$ cat src/rtl/srx_pkg.sv
package srx_pkg;
  parameter int unsigned SRX_ADDR_W = 8;
  parameter int unsigned SRX_WORD_W = 44;
  parameter logic [7:0]  SRX_DEV_ADDR = 8'h81;
  parameter int unsigned SRX_SYNC_STAGES = 2;
endpackage

$ cat src/rtl/srx_pin_sync.sv
// Synchronizes a group of asynchronous pins and detects their edges.
module srx_pin_sync #(
  parameter int unsigned N      = 3,
  parameter int unsigned STAGES = 2
) (
  input  logic         clk,
  input  logic         rst_n,
  input  logic [N-1:0] pin,
  output logic [N-1:0] level,
  output logic [N-1:0] rise,
  output logic [N-1:0] fall
);
  localparam int unsigned DEPTH = STAGES + 1;

  for (genvar i = 0; i < N; i++) begin : g_pin
    logic [DEPTH-1:0] chain;
    always_ff @(posedge clk) begin
      if (!rst_n) chain <= '0;
      else        chain <= {chain[DEPTH-2:0], pin[i]};
    end
    assign level[i] = chain[STAGES-1];
    assign rise[i]  = chain[STAGES-1] & ~chain[STAGES];
    assign fall[i]  = ~chain[STAGES-1] & chain[STAGES];
  end
endmodule

$ cat src/rtl/srx_frame.sv
// Collects the address and data bits and commits the word when enable falls.
module srx_frame #(
  parameter int unsigned    ADDR_W   = 8,
  parameter int unsigned    WORD_W   = 44,
  parameter logic [ADDR_W-1:0] DEV_ADDR = 8'h81
) (
  input  logic              clk,
  input  logic              rst_n,
  input  logic              bit_val,
  input  logic              sclk_rise,
  input  logic              en_lvl,
  input  logic              en_rise,
  input  logic              en_fall,
  output logic [WORD_W-1:0] word_data,
  output logic              word_valid,
  output logic              addr_ok,
  output logic              cnt_full
);
  localparam int unsigned CNT_W = $clog2(WORD_W + 1);
  localparam logic [CNT_W-1:0] CNT_MAX = CNT_W'(WORD_W);

  logic [ADDR_W-1:0] addr_sr;
  logic [WORD_W-1:0] data_sr;
  logic [CNT_W-1:0]  bit_cnt;

  assign cnt_full = (bit_cnt == CNT_MAX);

  always_ff @(posedge clk) begin
    if (!rst_n) begin
      addr_sr    <= '0;
      data_sr    <= '0;
      bit_cnt    <= '0;
      addr_ok    <= 1'b0;
      word_data  <= '0;
      word_valid <= 1'b0;
    end else begin
      word_valid <= 1'b0;
      if (en_rise) begin
        addr_ok <= (addr_sr == DEV_ADDR);
        bit_cnt <= '0;
      end else if (en_fall) begin
        if (addr_ok && cnt_full) begin
          word_data  <= data_sr;
          word_valid <= 1'b1;
        end
        addr_ok <= 1'b0;
        addr_sr <= '0;
      end else if (sclk_rise) begin
        if (en_lvl) begin
          data_sr <= {bit_val, data_sr[WORD_W-1:1]};
          if (!cnt_full) bit_cnt <= bit_cnt + 1'b1;
        end else begin
          addr_sr <= {bit_val, addr_sr[ADDR_W-1:1]};
        end
      end
    end
  end
endmodule

$ cat src/rtl/serial_ctrl_rx.sv
module serial_ctrl_rx
  import srx_pkg::*;
#(
  parameter int unsigned       ADDR_W   = SRX_ADDR_W,
  parameter int unsigned       WORD_W   = SRX_WORD_W,
  parameter logic [ADDR_W-1:0] DEV_ADDR = SRX_DEV_ADDR,
  parameter int unsigned       STAGES   = SRX_SYNC_STAGES
) (
  input  logic              clk,
  input  logic              rst_n,
  input  logic              bus_clk,
  input  logic              bus_dat,
  input  logic              bus_en,
  output logic [WORD_W-1:0] word_data,
  output logic              word_valid
);
  localparam int unsigned NPIN = 3;

  logic [NPIN-1:0] lvl, rise, fall;
  logic en_lvl, addr_ok, cnt_full;

  srx_pin_sync #(.N(NPIN), .STAGES(STAGES)) u_sync (
    .clk  (clk),
    .rst_n(rst_n),
    .pin  ({bus_en, bus_dat, bus_clk}),
    .level(lvl),
    .rise (rise),
    .fall (fall)
  );

  assign en_lvl = lvl[2];

  srx_frame #(.ADDR_W(ADDR_W), .WORD_W(WORD_W), .DEV_ADDR(DEV_ADDR)) u_frame (
    .clk       (clk),
    .rst_n     (rst_n),
    .bit_val   (lvl[1]),
    .sclk_rise (rise[0]),
    .en_lvl    (en_lvl),
    .en_rise   (rise[2]),
    .en_fall   (fall[2]),
    .word_data (word_data),
    .word_valid(word_valid),
    .addr_ok   (addr_ok),
    .cnt_full  (cnt_full)
  );

  logic unused_edges;
  assign unused_edges = ^{fall[1:0], rise[1]};
endmodule

$ cat config.mk
export PLATFORM = sky130hd
export DESIGN_NAME = serial_ctrl_rx
export DESIGN_NICKNAME = d
export VERILOG_FILES = /design/src/rtl/srx_pkg.sv /design/src/rtl/srx_pin_sync.sv /design/src/rtl/srx_frame.sv /design/src/rtl/serial_ctrl_rx.sv
export SDC_FILE = /design/constraint.sdc
export NUM_CORES = 1
export LEC_CHECK = 0
export ABC_CLOCK_PERIOD_IN_PS = 4600
export CAP_MARGIN = 20
export CORE_MARGIN = 4
export CORE_UTILIZATION = 35
export CTS_BUF_LIST = sky130_fd_sc_hd__clkbuf_8
export DETAILED_ROUTE_END_ITERATION = 6
export DONT_BUFFER_PORTS = 1
export HOLD_SLACK_MARGIN = 0.02
export PLACE_DENSITY_LB_ADDON = 0.1
export SYNTH_ARGS = -nofsm -noshare
export SYNTH_HDL_FRONTEND = slang
export SYNTH_SLANG_ARGS = --single-unit
$ cat constraint.sdc
create_clock -name clk -period 4.6 [get_ports clk]
set_input_delay 0.69 -clock clk [delete_from_list [all_inputs] [get_ports clk]]
set_output_delay 0.69 -clock clk [all_outputs]
set_load 0.05 [all_outputs]
* After elaboration in Yosys (flattened, before gate mapping) *
Cells that the tools add are included.

cells by class
  muxes and demuxes = 6
  bitwise gates (word level) = 10
  eq/ne operators = 3
  $add $sub $neg = 1
  reduce and logical (&&, ||, !) cells = 9

operator list
  kind                 count
  $mux 8               3
  $eq 8x8->1 const B   1
  $reduce_and 4->1     2
  $not 1->1            7
  $add 6x1->6 const B  1
  $eq 6x6->1 const B   1
  $reduce_and 3->1     2
  $reduce_bool 2->1    2
  $and 1x1->1          3
  $mux 1               3
  $reduce_or 3->1      1
  $ne 2x1->1 const B   1
  $reduce_or 2->1      1
  $logic_and 1x1->1    1

word-level totals
  logic and storage cells = 38
  output and inout port bits = 45
  bits of input ports = 5
  register bits = 112

* Depth between registers and ports, before layout *
  depth after elaboration = 4
  depth in mapped cells = 7
  depth with buffers taken out = 5

* Modules after synthesis *
A second synthesis with hierarchy kept.

unflattened totals
  cell total of the unflattened synthesis = 492
  area total of the unflattened synthesis = 4204.0 um^2

modules (own cells, without submodules)
  module        cells each  instances  area each (um^2)  seq. area each (um^2)
  srx_frame     465         1          3907.5            2082.0
  srx_pin_sync  27          1          296.5             180.2

* Least setup slack after synthesis *
Ideal clock, no wire load.

  kind = register to register
  start point = register u_sync.g_pin[2].chain[1]
  end point = register u_frame.bit_cnt[5]
  path slack = 3.036 ns
  clock period less this slack = 1.564 ns
  stages on the path, launching flop included = 6
  path buffers = 0
  arrival = 1.494 ns
  cell sequence = dfxtp_1 > inv_1 > ha_1 > nand4bb_1 > or4_1 > a21oi_1

between the ends
  cells in the longest elaborated chain, start to end = 4
  elaborated cells between the ends (all ways) = 6

RTL lines
  element                            line                RTL
  start, declared                    srx_pin_sync.sv:16  logic [DEPTH-1:0] chain;
  start signal, assigned             srx_pin_sync.sv:19  else chain <= {chain[DEPTH-2:0], pin[i]};
  $not 1->1                          srx_pin_sync.sv:23  assign fall[i] = ~chain[STAGES-1] & chain[STAGES];
  $and 1x1->1                        srx_pin_sync.sv:23
  $not 1->1 (no source line)         -
  $reduce_and 4->1 (no source line)  -
  end signal, assigned               srx_frame.sv:51     if (!cnt_full) bit_cnt <= bit_cnt + 1'b1;
  end, declared                      srx_frame.sv:24     logic [CNT_W-1:0] bit_cnt;

Several ways; a longest one is shown, not always the timed one.
A chain may end at the register's enable or synchronous reset.

* Worst setup path in the final report *
  start point = register u_sync.g_pin[2].chain[2]
  end point = register u_frame.word_data[18]

between the ends
  cells in the longest elaborated chain, start to end = 4
  elaborated cells between the ends (all ways) = 5

RTL lines
  element                              line                RTL
  $not 1->1                            srx_pin_sync.sv:22  assign rise[i] = chain[STAGES-1] & ~chain[STAGES];
  $and 1x1->1                          srx_pin_sync.sv:22
  $not 1->1 (no source line)           -
  $reduce_and 3->1 (no source line) *  -
  end signal, assigned                 srx_frame.sv:43     word_data <= data_sr;
  end, declared                        srx_frame.sv:14     output logic [WORD_W-1:0] word_data,

Mark *: on every way between the ends. The rest lies on a longest branch, timed or not.

==> results.sh <==
export IMPL_drive_above_1_share_pct=4.41
export IMPL_grt_pass1_vias=2854
export IMPL_p_sw_uw=338
export IMPL_setup_violations=0
export IMPL_post_cts_buffers=0
export IMPL_ant_nets=0
export IMPL_grt_usage_pct=11.5
export IMPL_p_per_area_nw_per_um2=360
export IMPL_num_rows=40
export IMPL_dpl_instance_area_um2=4460
export IMPL_slowest_stage="and3_2"
export IMPL_min_path_type="input port to flop"
export IMPL_clock_fmax_ghz=0.441
export IMPL_met1_length_mm=3.97
export IMPL_skew_ns=0.00698
export IMPL_ys_flop_type="dfxtp_1"
export IMPL_path_buf_inv=2
export IMPL_clockBufferDepth=2
export IMPL_p_leak_nw=1.44
export IMPL_fin_area_um2=4700
export IMPL_cts_tree="done"
export IMPL_top_layer_used="met4"
export IMPL_dp_hpwl_mm=4.69
export IMPL_clk_pin_slew_ns=0.10
export IMPL_port_buffers=0
export IMPL_final_common_cell="nand2_1"
export IMPL_grt_first_pass_wirelength_mm=13.5
export IMPL_drv_slew=0
export IMPL_sw_frac_of_total_pct=19.9
export IMPL_cts_sinks=112
export IMPL_htreeDepth=3
export IMPL_setup_tns_ns=0
export IMPL_path_max_fanout=25
export IMPL_period_needed_ns=2.27
export IMPL_met3_length_um=431
export IMPL_worst_setup_path_end_kind="flop"
export IMPL_arrival_ns=2.58
export IMPL_core_um2=12200
export IMPL_yosys_area_share_simple_pct=21.4
export IMPL_p_comb_share_pct=1.2
export IMPL_critPathKind="flop to flop"
export IMPL_post_route_util_pct=38.5
export IMPL_avgSynthCellArea_um2=9.03
export IMPL_synth_compound_area_share_pct=9.16
export IMPL_synth_seq_area_share_pct=50.7
export IMPL_syn_area_um2=4430
export IMPL_yosys_area_share_adder_pct=1.13
export IMPL_floorplan_initialDensity_pct=36.3
export IMPL_syn_to_final_growth_pct=6.27
export IMPL_required_ns=4.91
export IMPL_first_pass_iters=4
export IMPL_detail_route_wirelength_mm=7.98
export IMPL_cp_cell_sequence="inv_1 -> ha_1 -> and3b_1 -> and3_2 -> buf_4 -> mux2i_1"
export IMPL_synth_top_family_by_area="simple AND/OR/NAND/NOR gates"
export IMPL_gp_congestion=0.657
export IMPL_p_seq_share_pct=57.5
export IMPL_syn_nets=499
export IMPL_die_y_um=120
export IMPL_p_int_mw=1.36
export IMPL_ys_warn_count=0
export IMPL_initialDrtViolationCount=143
export IMPL_ctsHoldBuffers=0
export IMPL_hold_viol_final=0
export IMPL_n_antenna_cell=0
export IMPL_start_kind="flop"
export IMPL_status="complete, no violations"
export IMPL_insertion_delay_ns=0.38
export IMPL_netlist_instances=490
export IMPL_critPathTopFamily="simple AND/OR/NAND/NOR gates"
export IMPL_fin_nets=480
export IMPL_ys_seq_elements=112
export IMPL_ios=50
export IMPL_cts_resized=0
export IMPL_detail_route_wl_per_cell_um=12.4
export IMPL_finalWorstSetupSlack_ns=2.33
export IMPL_async_reset_ff_share_pct=0
export IMPL_ctsRootBufferMaster="clkbuf_8"
export IMPL_ys_types=32
export IMPL_slowest_delay_ns=0.59
export IMPL_clockPowerShare_pct=41.4
export IMPL_fin_crit_sh_pct=49.3
export IMPL_drc=0
export IMPL_peakVddDrop_mv=0.171
export IMPL_viasPerCell=4.61
export IMPL_cts_buffers=9
export IMPL_synthXorXnorAreaFrac_pct=0
export IMPL_rsz0062_at_grt="no"
export IMPL_final_cell_mix="192 x nand2_1, 112 x dfxtp_1, 56 x mux2i_1"
export IMPL_dp_slack_ns=2.25
export IMPL_dieArea_um2=14500
export IMPL_dr_total_vias=2971
export IMPL_synthMuxAreaShare_pct=12.7
export IMPL_gr_total_overflow=0
export IMPL_max_slew_worst_pin_slew_ns=0.890
export IMPL_relSlewSlack_pct=40.7
export IMPL_fp_dieW_um=120
export IMPL_synth_edf_count=0
export IMPL_met2_length_mm=3.40
export IMPL_antenna_found_initial=0
export IMPL_maxCapViolCount=0
export IMPL_grt_max_degree=160
==> routing by layer <==
metal,track usage (%),up-vias
li1,-,1556
met2,17.8,41
met1,14.2,1359
met4,5.74,0
met3,3.98,15
met5,0,-
==> final cells by class <==
type                       count  area [um2]
fill                        1308        7510
tap                          168         210
clock inverter                 6         108
inverter                       7        26.3
sequential                   112        2240
multi-input combinational    339        1970
timing repair buffer           2        15.0
clock buffer                  10         138
==> synth_stat cells (2+ instances only) <==
| library cell | n | area share [%] |
|---|---|---|
| nand3_1 | 11 | 1.2 |
| dfxtp_1 | 112 | 51 |
| a211oi_1 | 2 | 0.34 |
| and2_1 | 9 | 1.3 |
| inv_1 | 6 | 0.51 |
| and4b_1 | 2 | 0.45 |
| ha_1 | 4 | 1.1 |
| a21boi_0 | 45 | 7.6 |
| buf_12 | 3 | 1.4 |
| nand2_1 | 192 | 16 |
| buf_2 | 6 | 0.68 |
| nand2b_1 | 2 | 0.28 |
| clkbuf_1 | 20 | 1.7 |
| a21oi_1 | 2 | 0.23 |
| nand4b_1 | 2 | 0.40 |
| mux2i_1 | 56 | 13 |
==> logic make-up (layout without fill, tap and decap cells) <==
logic type | Yosys count | in the layout
and+or+nand+nor | 226 | 226
DFF | 112 | 112
muxes | 56 | 56
AOI/OAI and AO/OA | 53 | 53
buffers and inverters | 39 | 25
adders and majority gates | 4 | 4
==> metrics by stage <==
| stage | total power [mW] | std cells | hold slack [ns] |
|---|---|---|---|
| after floorplan | 1.03 | 490 | 0.412 |
| after global placement | 1.02 | 628 | 0.426 |
| after detailed placement | 1.02 | 628 | 0.418 |
| after CTS | 1.72 | 644 | 0.405 |
| after global routing | 1.77 | 644 | 0.396 |
| final | 1.69 | 644 | 0.427 |
==> state kept, by name, indices dropped and copies added (netlist names) <==
name and count:
u_frame.data_sr 44, u_frame.word_data 44, u_frame.addr_sr 8, u_sync.g_pin.chain 8, u_frame.bit_cnt 6, u_frame.addr_ok 1
u_frame.word_valid 1
==> worst paths after layout <==
path / startpoint / to / slack [ns] / cells past startpoint
max: u_sync.g_pin[2].chain[2] / u_frame.word_data[18] / 2.33 / 6
min: bus_en / u_sync.g_pin[2].chain[0] / 0.43 / 1
max reg2reg: u_sync.g_pin[2].chain[2] / u_frame.word_data[18] / 2.33 / 6
min reg2reg: u_sync.g_pin[1].chain[0] / u_sync.g_pin[1].chain[1] / 0.44 / 1
==> power groups by stage <==
stage | clock [mW] | sequential (mW) | combinational (mW)
2_1_floorplan | 0 | 0.996 | 0.0341
3_3_place_gp | 0 | 0.996 | 0.0204
3_5_place_dp | 0 | 0.997 | 0.0206
4_1_cts | 0.730 | 0.974 | 0.0206
5_1_grt | 0.771 | 0.975 | 0.0219
6_report | 0.701 | 0.974 | 0.0201
Note: power is estimated with default switching activity, not from simulation.
